$ cat config.mk
export PLATFORM = sky130hd
export DESIGN_NAME = trie_mem_sched
export DESIGN_NICKNAME = d
export VERILOG_FILES = /design/src/rtl/tms_pkg.sv /design/src/rtl/tms_engine_seat.sv /design/src/rtl/tms_slot_arb.sv /design/src/rtl/tms_rd_route.sv /design/src/rtl/trie_mem_sched.sv
export SDC_FILE = /design/constraint.sdc
export NUM_CORES = 1
export LEC_CHECK = 0
export BUFFER_PORTS_ARGS = -buffer_cell sky130_fd_sc_hd__buf_4
export CORE_AREA = 5 5 282 284
export CTS_CLUSTER_SIZE = 24
export DETAILED_ROUTE_END_ITERATION = 10
export DIE_AREA = 0 0 287 289
export PLACE_DENSITY = 0.45
export SLEW_MARGIN = 40
export SYNTH_ARGS = -nofsm -noshare
export SYNTH_HDL_FRONTEND = slang
export SYNTH_SLANG_ARGS = --single-unit
$ cat constraint.sdc
create_clock -name clk -period 3.5 [get_ports clk]
set_input_delay 0.175 -clock clk [delete_from_list [all_inputs] [get_ports clk]]
set_output_delay 0.175 -clock clk [all_outputs]
set_load 0.02 [all_outputs]
$ cat src/rtl/tms_pkg.sv
package tms_pkg;

    typedef enum logic [1:0] {
        SLOT_IDLE,
        SLOT_BUSY,
        SLOT_HOLD
    } seat_state_e;

    typedef enum logic [1:0] {
        ARB_CALM,
        ARB_WAIT,
        ARB_DUE
    } arb_state_e;

endpackage

$ cat src/rtl/tms_engine_seat.sv
module tms_engine_seat
    import tms_pkg::*;
#(
    parameter int TAG_W = 4,
    parameter int RES_W = 32
) (
    input  logic             clk,
    input  logic             rst_n,
    input  logic             start_i,
    input  logic [TAG_W-1:0] tag_i,
    input  logic             done_i,
    input  logic [RES_W-1:0] result_i,
    input  logic             release_i,
    output logic             free_o,
    output logic             hold_o,
    output logic [TAG_W-1:0] tag_o,
    output logic [RES_W-1:0] result_o
);

    seat_state_e state_q, state_d;

    // state register
    always_ff @(posedge clk) begin
        if (!rst_n) state_q <= SLOT_IDLE;
        else        state_q <= state_d;
    end

    // transitions
    always_comb begin
        state_d = state_q;
        unique case (state_q)
            SLOT_IDLE: if (start_i)   state_d = SLOT_BUSY;
            SLOT_BUSY: if (done_i)    state_d = SLOT_HOLD;
            SLOT_HOLD: if (release_i) state_d = SLOT_IDLE;
            default:                  state_d = SLOT_IDLE;
        endcase
    end

    // captured tag and result
    always_ff @(posedge clk) begin
        if (!rst_n) begin
            tag_o    <= '0;
            result_o <= '0;
        end else begin
            if (start_i && state_q == SLOT_IDLE) tag_o    <= tag_i;
            if (done_i  && state_q == SLOT_BUSY) result_o <= result_i;
        end
    end

    // outputs
    always_comb begin
        free_o = (state_q == SLOT_IDLE);
        hold_o = (state_q == SLOT_HOLD);
    end

endmodule

$ cat src/rtl/tms_slot_arb.sv
module tms_slot_arb
    import tms_pkg::*;
#(
    parameter int NUM_ENG = 8,
    parameter int PERIOD  = 8,
    parameter int SLOT_W  = 3
) (
    input  logic               clk,
    input  logic               rst_n,
    input  logic [NUM_ENG-1:0] eng_req_i,
    input  logic               cpu_req_i,
    output logic [SLOT_W-1:0]  slot_o,
    output logic [NUM_ENG-1:0] eng_grant_o,
    output logic               cpu_grant_o
);

    localparam int CNT_W = $clog2(PERIOD);

    arb_state_e        st_q, st_d;
    logic [CNT_W-1:0]  cnt_q, cnt_d;
    logic [SLOT_W-1:0] slot_q;
    logic [PERIOD-1:0] slot_req;
    logic              owner_busy;
    logic              due;

    // map every slot to its engine's request; absent engines never request
    for (genvar s = 0; s < PERIOD; s++) begin : g_slot_req
        if (s < NUM_ENG) begin : g_present
            assign slot_req[s] = eng_req_i[s];
        end else begin : g_absent
            assign slot_req[s] = 1'b0;
        end
    end

    always_comb begin
        owner_busy  = slot_req[slot_q];
        due         = (st_q == ARB_DUE);
        cpu_grant_o = cpu_req_i && (!owner_busy || due);
        slot_o      = slot_q;
    end

    for (genvar i = 0; i < NUM_ENG; i++) begin : g_grant
        assign eng_grant_o[i] = (slot_q == SLOT_W'(i)) && eng_req_i[i] && !due;
    end

    // state register and slot counter
    always_ff @(posedge clk) begin
        if (!rst_n) begin
            st_q   <= ARB_CALM;
            cnt_q  <= '0;
            slot_q <= '0;
        end else begin
            st_q   <= st_d;
            cnt_q  <= cnt_d;
            slot_q <= slot_q + 1'b1;
        end
    end

    // waiting-control transitions
    always_comb begin
        st_d  = st_q;
        cnt_d = cnt_q;
        unique case (st_q)
            ARB_CALM: begin
                if (cpu_req_i && !cpu_grant_o) begin
                    st_d  = ARB_WAIT;
                    cnt_d = CNT_W'(1);
                end
            end
            ARB_WAIT: begin
                if (!cpu_req_i || cpu_grant_o) begin
                    st_d  = ARB_CALM;
                    cnt_d = '0;
                end else if (cnt_q == CNT_W'(PERIOD - 1)) begin
                    st_d = ARB_DUE;
                end else begin
                    cnt_d = cnt_q + 1'b1;
                end
            end
            ARB_DUE: begin
                st_d  = ARB_CALM;
                cnt_d = '0;
            end
            default: begin
                st_d  = ARB_CALM;
                cnt_d = '0;
            end
        endcase
    end

endmodule

$ cat src/rtl/tms_rd_route.sv
module tms_rd_route #(
    parameter int NUM_ENG = 8,
    parameter int RD_LAT  = 1,
    parameter int SLOT_W  = 3
) (
    input  logic               clk,
    input  logic               rst_n,
    input  logic               issue_valid_i,
    input  logic               issue_cpu_i,
    input  logic [SLOT_W-1:0]  issue_slot_i,
    output logic [NUM_ENG-1:0] eng_rd_valid_o,
    output logic               cpu_rvalid_o
);

    logic [RD_LAT-1:0] v_q;
    logic [RD_LAT-1:0] c_q;
    logic [SLOT_W-1:0] sl_q [RD_LAT];

    // delayed copy of the slot owner, aligned with SRAM read latency
    always_ff @(posedge clk) begin
        if (!rst_n) begin
            v_q <= '0;
            c_q <= '0;
            for (int s = 0; s < RD_LAT; s++) sl_q[s] <= '0;
        end else begin
            v_q[0]  <= issue_valid_i;
            c_q[0]  <= issue_cpu_i;
            sl_q[0] <= issue_slot_i;
            for (int s = 1; s < RD_LAT; s++) begin
                v_q[s]  <= v_q[s-1];
                c_q[s]  <= c_q[s-1];
                sl_q[s] <= sl_q[s-1];
            end
        end
    end

    for (genvar i = 0; i < NUM_ENG; i++) begin : g_route
        assign eng_rd_valid_o[i] = v_q[RD_LAT-1] && !c_q[RD_LAT-1]
                                   && (sl_q[RD_LAT-1] == SLOT_W'(i));
    end

    assign cpu_rvalid_o = v_q[RD_LAT-1] && c_q[RD_LAT-1];

endmodule

$ cat src/rtl/trie_mem_sched.sv
module trie_mem_sched
    import tms_pkg::*;
#(
    parameter int NUM_ENG = 8,
    parameter int KEY_W   = 32,
    parameter int ADDR_W  = 16,
    parameter int DATA_W  = 32,
    parameter int RES_W   = 32,
    parameter int RD_LAT  = 1
) (
    input  logic                      clk,
    input  logic                      rst_n,
    input  logic                      req_valid,
    input  logic [KEY_W-1:0]          req_key,
    output logic                      req_ready,
    output logic [NUM_ENG-1:0]        eng_start,
    output logic [KEY_W-1:0]          eng_key,
    input  logic [NUM_ENG-1:0]        eng_mem_req,
    input  logic [NUM_ENG*ADDR_W-1:0] eng_mem_addr,
    output logic [NUM_ENG-1:0]        eng_grant,
    output logic [NUM_ENG-1:0]        eng_rd_valid,
    output logic [DATA_W-1:0]         eng_rd_data,
    input  logic [NUM_ENG-1:0]        eng_done,
    input  logic [NUM_ENG*RES_W-1:0]  eng_result,
    input  logic                      cpu_valid,
    input  logic                      cpu_we,
    input  logic [ADDR_W-1:0]         cpu_addr,
    input  logic [DATA_W-1:0]         cpu_wdata,
    output logic                      cpu_grant,
    output logic                      cpu_rvalid,
    output logic [DATA_W-1:0]         cpu_rdata,
    output logic                      sram_en,
    output logic                      sram_we,
    output logic [ADDR_W-1:0]         sram_addr,
    output logic [DATA_W-1:0]         sram_wdata,
    input  logic [DATA_W-1:0]         sram_rdata,
    output logic                      res_valid,
    output logic [RES_W-1:0]          res_data
);

    localparam int PERIOD = 8;
    localparam int SLOT_W = 3;
    localparam int ENG_W  = (NUM_ENG > 1) ? $clog2(NUM_ENG) : 1;
    localparam int TAG_W  = ENG_W + 1;

    logic [NUM_ENG-1:0] seat_free, seat_hold, hit;
    logic [TAG_W-1:0]   seat_tag [NUM_ENG];
    logic [RES_W-1:0]   seat_res [NUM_ENG];
    logic [ENG_W-1:0]   rr_q, pick;
    logic               pick_ok, fire;
    logic [TAG_W-1:0]   in_seq_q, out_seq_q;
    logic [SLOT_W-1:0]  slot;
    logic [ADDR_W-1:0]  eng_addr_sel;
    int                 idx;

    // round-robin search for a free engine
    always_comb begin
        pick_ok = 1'b0;
        pick    = '0;
        idx     = 0;
        for (int k = 0; k < NUM_ENG; k++) begin
            idx = int'(rr_q) + k;
            if (idx >= NUM_ENG) idx = idx - NUM_ENG;
            if (!pick_ok && seat_free[idx]) begin
                pick_ok = 1'b1;
                pick    = ENG_W'(idx);
            end
        end
    end

    assign req_ready = pick_ok;
    assign fire      = req_valid && pick_ok;
    assign eng_key   = req_key;

    for (genvar i = 0; i < NUM_ENG; i++) begin : g_seat
        assign eng_start[i] = fire && (pick == ENG_W'(i));
        assign hit[i]       = seat_hold[i] && (seat_tag[i] == out_seq_q);

        tms_engine_seat #(
            .TAG_W (TAG_W),
            .RES_W (RES_W)
        ) u_seat (
            .clk       (clk),
            .rst_n     (rst_n),
            .start_i   (eng_start[i]),
            .tag_i     (in_seq_q),
            .done_i    (eng_done[i]),
            .result_i  (eng_result[i*RES_W +: RES_W]),
            .release_i (hit[i]),
            .free_o    (seat_free[i]),
            .hold_o    (seat_hold[i]),
            .tag_o     (seat_tag[i]),
            .result_o  (seat_res[i])
        );
    end

    // dispatch pointer and sequence tags
    always_ff @(posedge clk) begin
        if (!rst_n) begin
            rr_q      <= '0;
            in_seq_q  <= '0;
            out_seq_q <= '0;
        end else begin
            if (fire) begin
                in_seq_q <= in_seq_q + 1'b1;
                if (int'(pick) == NUM_ENG - 1) rr_q <= '0;
                else                           rr_q <= pick + 1'b1;
            end
            if (res_valid) out_seq_q <= out_seq_q + 1'b1;
        end
    end

    // in-order result selection
    always_comb begin
        res_valid = |hit;
        res_data  = '0;
        for (int i = 0; i < NUM_ENG; i++) begin
            if (hit[i]) res_data = res_data | seat_res[i];
        end
    end

    tms_slot_arb #(
        .NUM_ENG (NUM_ENG),
        .PERIOD  (PERIOD),
        .SLOT_W  (SLOT_W)
    ) u_arb (
        .clk         (clk),
        .rst_n       (rst_n),
        .eng_req_i   (eng_mem_req),
        .cpu_req_i   (cpu_valid),
        .slot_o      (slot),
        .eng_grant_o (eng_grant),
        .cpu_grant_o (cpu_grant)
    );

    // memory port multiplexer
    always_comb begin
        eng_addr_sel = '0;
        for (int i = 0; i < NUM_ENG; i++) begin
            if (eng_grant[i]) eng_addr_sel = eng_addr_sel | eng_mem_addr[i*ADDR_W +: ADDR_W];
        end
        sram_en    = cpu_grant || (|eng_grant);
        sram_we    = cpu_grant && cpu_we;
        sram_addr  = cpu_grant ? cpu_addr : eng_addr_sel;
        sram_wdata = cpu_wdata;
    end

    tms_rd_route #(
        .NUM_ENG (NUM_ENG),
        .RD_LAT  (RD_LAT),
        .SLOT_W  (SLOT_W)
    ) u_route (
        .clk            (clk),
        .rst_n          (rst_n),
        .issue_valid_i  (sram_en && !sram_we),
        .issue_cpu_i    (cpu_grant),
        .issue_slot_i   (slot),
        .eng_rd_valid_o (eng_rd_valid),
        .cpu_rvalid_o   (cpu_rvalid)
    );

    assign eng_rd_data = sram_rdata;
    assign cpu_rdata   = sram_rdata;

endmodule

# Word level (Yosys, flattened, before mapping)
# Memory sizes are Yosys's and may differ from the RTL's.
# Cells that the tools add are included.
dict set report totals {
  ramBits 3
  mem_count 1
  input_bits 517
  regBits 325
}
# name depth word_bits rd rd_ports_with_merged_regs write_ports line_no
set mem_list {}
lappend mem_list {u_route.sl_q 1 3 1 0 1 tms_rd_route.sv:17} ;# logic [SLOT_W-1:0] sl_q [RD_LAT];
dict set report classes {
  bitwise 14
  eq_ne 76
  muxes 112
  order_cmp 17
  reduce_logical 111
  addsub 20
}
# operator n
set op_table {}
lappend op_table {{2-to-1 mux 32 bit} 16}
lappend op_table {{less-than comparator 32 x 5 -> 1 bit, second input constant} 8}
lappend op_table {{bitwise OR 32 bit} 7}
lappend op_table {{2-to-1 mux 16 bit} 9}
lappend op_table {{bitwise OR 16 bit} 7}
lappend op_table {{logical AND 1 bit} 70}
lappend op_table {{2-to-1 mux 2 bit} 27}
lappend op_table {{one-hot mux 2 bit (3 select lines)} 8}
lappend op_table {{== test 3 bit, second input constant} 13}
lappend op_table {{2-to-1 mux 3 bit} 13}
lappend op_table {{subtractor 4 x 4 -> 5 bit, second input constant} 7}
lappend op_table {{!= test 2 x 1 -> 1 bit, second input constant} 17}
lappend op_table {{== test 4 bit} 8}
lappend op_table {{>= comparator 4 bit, second input constant} 7}
lappend op_table {{2-to-1 mux 1 bit} 28}
lappend op_table {{binary-select mux 1 bit (select 3 bit)} 9}
lappend op_table {{AND reduction 3 bit} 8}
lappend op_table {{== test 2 x 1 -> 1 bit, second input constant} 9}
lappend op_table {{== test 2 bit, second input constant} 9}
lappend op_table {{== test 3 x 2 -> 1 bit, second input constant} 6}
lappend op_table {{logical NOT 2 bit} 9}
lappend op_table {{adder 3 x 3 -> 4 bit, second input constant} 4}
lappend op_table {{!= test 2 bit, second input constant} 8}
lappend op_table {{OR reduction 8 bit} 2}
lappend op_table {{other kinds (17)} 41}

# Longest topological paths before layout
dict set report logic_depth {
  word_depth 31
  ltp_mapped 17
  ltp_nobuf 15
}

# Hierarchy
# From an unflattened synthesis, not the netlist that was laid out.
dict set report hier_totals {
  hier_cells 2096
  hier_area_um2 18431.4
}
# module instances cells_each area_per_inst_um2
set by_module_without_submodules {}
lappend by_module_without_submodules {tms_engine_seat 8 167 1559.0}
lappend by_module_without_submodules {trie_mem_sched 1 665 5123.7}
lappend by_module_without_submodules {tms_slot_arb 1 71 624.3}
lappend by_module_without_submodules {tms_rd_route 1 24 211.5}

# Least setup slack after synthesis
# Ideal clock, no wire load.
dict set report synth_path {
  path_type {flip-flop to flip-flop}
  start {register rr_q[1]}
  end {register rr_q[0]}
  period_less_slack_ps 3473
  arrival_ps 3414
  slack_ps 27
  n_path_buf 3
  required_ps 3441
  stages_incl_launch_ff 17
  cell_sequence {dfxtp_1 inv_1 clkbuf_1 ha_1 clkbuf_1 mux4_2 o2111a_1 buf_4 nand2_1 a21oi_1 o31a_1 a21o_1 ha_1 ha_1 nand2b_1 nor4_1 o31a_1}
}
dict set report synth_via {
  elab_chain_cells 29
  elab_cells_between_ends 89
}
# item line_no
set synth_rtl {}
lappend synth_rtl {{start: declaration} trie_mem_sched.sv:49} ;# logic [ENG_W-1:0] rr_q, pick;
lappend synth_rtl {{start signal: assignment} trie_mem_sched.sv:107} ;# else rr_q <= pick + 1'b1;
lappend synth_rtl {{parallel branches: the longest is 29 deep, another holds subtractor 4 x 4 -> 5 bit} -}
# Parallel ways; which one is timed is not known. The select of a mux whose other input is x is not followed.
# A chain may end at the register's enable or synchronous reset.

# Worst setup path after layout
dict set report layout_path {
  start {register rr_q[0]}
  end {output port eng_start[3]}
}
dict set report layout_via {
  elab_chain_cells 29
  elab_cells_between_ends 88
}
# item line_no
set layout_rtl {}
lappend layout_rtl {{parallel branches: the longest is 28 deep, another holds subtractor 4 x 4 -> 5 bit} -}
lappend layout_rtl {{logical AND 1 bit *} trie_mem_sched.sv:76} ;# assign eng_start[i] = fire && (pick == ENG_W'(i));
lappend layout_rtl {{end: declaration} trie_mem_sched.sv:16} ;# output logic [NUM_ENG-1:0] eng_start,
# Mark *: on every way between the ends. The select of a mux whose other input is x is not followed.

==> results.py <==
metrics = {
    "power": {
        "totalPowerFinal_mw": 13.2,
        "leakage_nw": 9.72,
        "power_switching_mw": 4.46,
        "ir_drop_v": 0.000274,
        "clkPwrFrac_pct": 30.8,
        "swShare_pct": 33.9,
        "p_per_area_mw_per_mm2": 518,
        "p_int_mw": 8.70,
        "pwr-share-comb_pct": 37.7,
        "seq_power_share_pct": 31.5,
    },
    "routing": {
        "postRouteAntennaNets": 0,
        "detail_route.iter0.violations": 1268,
        "drtPass1Iterations": 5,
        "wire_per_inst_um": 24.3,
        "vias": 18200,
        "avgViaCountPerCell": 4.81,
        "wl_um": 92000,
        "drc": 0,
    },
    "logic_synthesis": {
        "ys.flop_type": "dfxtp_1",
        "synth-seq-cells": 328,
        "synth-simple-area-share_pct": 21.2,
        "synth-adder-area-share_pct": 1.37,
        "yosysUniqueCellTypes": 66,
        "muxShareOfSynthArea_pct": 4.32,
        "synth_warnings": 0,
        "synth.avg_cell_area_um2": 7.95,
        "synth.area.top_cells": "dfxtp_1, nand2_1, a21oi_1",
        "yosysSeqAreaShare_pct": 40.0,
        "synthXorXnorAreaFrac_pct": 2.28,
        "synthTopCellsByCount": "nand2_1, dfxtp_1, a21oi_1, buf_4, clkbuf_1",
        "synth_compound_area_share_pct": 20.6,
        "synth.largest_area_cell": "dfxtp_1",
        "async_flop_share_pct": 0,
        "synth.most_common_cell": "nand2_1",
        "synth_area_mm2": 0.0164,
        "synth_nets": 2601,
        "synth.top_cell.area_share_pct": 40.0,
        "syn_inst": 2066,
        "synth_edf_count": 0,
        "synth_top_family_by_area": "simple AND/OR/NAND/NOR gates",
    },
    "run": {
        "max_cap_violations": 0,
    },
    "timing": {
        "grt_setup_unrepaired": "yes",
        "hold_viol_final": 0,
        "setup_ws_ps": -177,
        "slew_headroom_pct": 43.2,
        "fin_crit_ps": 3680,
        "fmax_ghz": 0.272,
        "min_period_over_period_pct": 105,
        "clock_skew_ps": 37.3,
        "tightest_slew_ps": 850,
        "maxSlewViolCount": 0,
        "setup-violations-final": 8,
    },
    "floorplanning": {
        "start_util_pct": 21.4,
        "die_w_um": 287,
        "row_count": 102,
        "die_h_um": 289,
        "core_area_mm2": 0.0768,
        "io_pins": 723,
        "dieArea_mm2": 0.0829,
    },
    "worst_setup_path": {
        "crit_fanout": 4,
        "critical_path.startpoint": "rr_q[0]$_SDFFE_PN0N_",
        "worst_setup_path_end_kind": "output pin",
        "reg2reg_depth": 14,
        "reg2reg_from": "rr_q[0]$_SDFFE_PN0N_",
        "crit_type": "flip-flop to output pin",
        "reg2reg_slack_ps": 130,
        "critPathLaunchType": "flip-flop",
        "timing.rr.end": "g_seat[6].u_seat.tag_o[3]$_SDFFE_PN0P_",
        "required_ps": 3320,
        "crit_end": "eng_start[3]",
        "cp_data_arrival_time_ps": 3500,
    },
    "cells_and_area": {
        "drive_gt1_share_pct": 29.1,
        "nFillCells": 8125,
        "final_cells": 3786,
        "area.growth.synth_to_final_pct": 54.8,
        "design_area_mm2": 0.0254,
        "final_nets": 3247,
    },
    "grt": {
        "grt_usage_pct": 20.8,
        "overflow": 0,
        "grt_pass1_wl_um": 129000,
        "grt_start_max_net_pins": 119,
        "antenna_found_initial": 10,
        "grt_pass1_vias": 18700,
    },
    "outcome": {
        "violations": "setup timing",
        "outcome": "finished, violations left",
    },
    "placed_design": {
        "numPortBuffers": 498,
        "placed_cells": 3426,
        "placed_area_mm2": 0.0209,
        "dp_slack_ps": -33.4,
        "post-dp-hpwl_um": 67200,
        "gp_congestion": 0.983,
    },
    "clock_tree": {
        "cts_buffers": 40,
        "htree_levels": 2,
        "cts_sinks": 328,
        "cts_tree": "done",
        "clk_latency_ps": 580,
        "root_buffer": "clkbuf_16",
        "clkSlewWorstSetupHoldPaths_ps": 60,
        "cts_buffer_depth": 3,
    },
    "worst_hold_path": {
        "hp-start": "eng_done[2]",
        "hold_path.class": "primary input to flip-flop",
    },
}
[how the worst min path moves through the flow]
stage	end	slack (ps)	cells past startpoint
global placement	eng_key[4]	350	0
finish	g_seat[2].u_seat.state_q[0]$_SDFFE_PN0P_	60	4
CTS	g_seat[2].u_seat.state_q[0]$_SDFFE_PN0P_	10	4
floorplan	g_seat[0].u_seat.result_o[0]$_SDFFE_PN0P_	310	2
detailed placement	eng_key[4]	350	0
global route	g_seat[1].u_seat.state_q[0]$_SDFFE_PN0P_	70	4
[worst max-delay path, stage by stage, from the launching register on]
cell and delay, ps:
dfxtp_4 360, buf_8 140, ha_4 170, xnor2_4 240, mux4_2 380, mux2_4 320, and2_4 140, mux2_4 280
nor3_4 230, nor2_4 80, ha_4 180, ha_4 160, and2_4 150, buf_6 130
[final cells by class]
| class | instances | area [um^2] | share of cell area, % |
|---|---|---|---|
| multi-input combinational | 1437 | 8630 | 33.9 |
| timing repair buffer | 890 | 7580 | 29.8 |
| sequential | 328 | 6580 | 25.9 |
| tap | 1040 | 1300 | 5.11 |
| clock buffer | 61 | 1180 | 4.64 |
| clock inverter | 6 | 88.8 | 0.349 |
| inverter | 15 | 66.3 | 0.261 |
| antenna | 9 | 22.5 | 0.0885 |
[registers in the layout (all words and copies together), names as in the netlist]
register	cells
in_seq_q	4
rr_q	3
u_route.sl_q	3
u_route.c_q	1
g_seat.u_seat.tag_o	32
g_seat.u_seat.state_q	16
g_seat.u_seat.result_o	256
u_arb.st_q	2
u_arb.cnt_q	3
out_seq_q	4
u_route.v_q	1
u_arb.slot_o	3
[power by group through the flow]
stage | Combinational [mW] | Clock [mW] | Sequential [mW]
5_1_grt | 5.29 | 4.31 | 4.17
3_5_place_dp | 3.97 | 0 | 4.21
4_1_cts | 4.74 | 4.16 | 4.14
3_3_place_gp | 3.95 | 0 | 4.20
2_1_floorplan | 2.32 | 0 | 4.14
6_report | 4.96 | 4.06 | 4.15
[repair_timing]
action                                  CTS  global route
hold buffers                            262             0
setup buffers                            15             9
gates resized for setup                  67            35
pin swaps                                19            10
cloned                                    1             0
endpoints found under the hold margin   263             0
endpoints found under the setup margin   31            33
[layer usage]
layer / part of all wire [%] / vias to the layer above / global-route usage [%] / routed length (um)
li1: - / 8378 / - / -
met1: 40 / 8839 / 24.8 / 36400
met2: 48 / 766 / 35.0 / 44200
met3: 6.6 / 208 / 4.08 / 6070
met4: 5.7 / 2 / 11.9 / 5280
met5: 0.014 / - / 0 / 13
[kinds of logic (layout without fill, tap and decap cells)]
group | Yosys count | in the layout
and+or+nand+nor | 807 | 807
AOI/OAI and AO/OA | 517 | 517
DFF | 328 | 328
buffers and inverters | 301 | 972
muxes | 53 | 53
xor gates and xnor gates | 42 | 42
adders and majority gates | 18 | 18
other | 0 | 9
[layout by cell type, fill, tap and decap left out, drive strengths merged, types with 16 or more instances in the layout]
cell / netlist / routed
nand2: 569 / 569
nand3: 50 / 50
nor3: 18 / 18
a22oi: 82 / 82
ha: 18 / 18
xnor2: 37 / 37
a221oi: 32 / 32
a22o: 33 / 33
a222oi: 32 / 32
nor2: 76 / 76
dlygate4sd3: 0 / 262
buf: 160 / 628
dfxtp: 328 / 328
a41oi: 20 / 20
nand4: 16 / 16
a21oi: 279 / 279
clkbuf: 126 / 61
mux2i: 36 / 36
[per-stage QoR]
step / setup TNS [ps] / util, % / hold slack (ps)
2_1_floorplan: 0 / - / 311
6_report: -933 / 33.1 / 61.8
3_5_place_dp: -131 / 27.2 / 350
5_1_grt: -1700 / 33.1 / 71.7
4_1_cts: -1560 / 32.8 / 11.2
3_3_place_gp: -300 / 27.1 / 350
No activity file was read; power rests on OpenSTA's default activity.
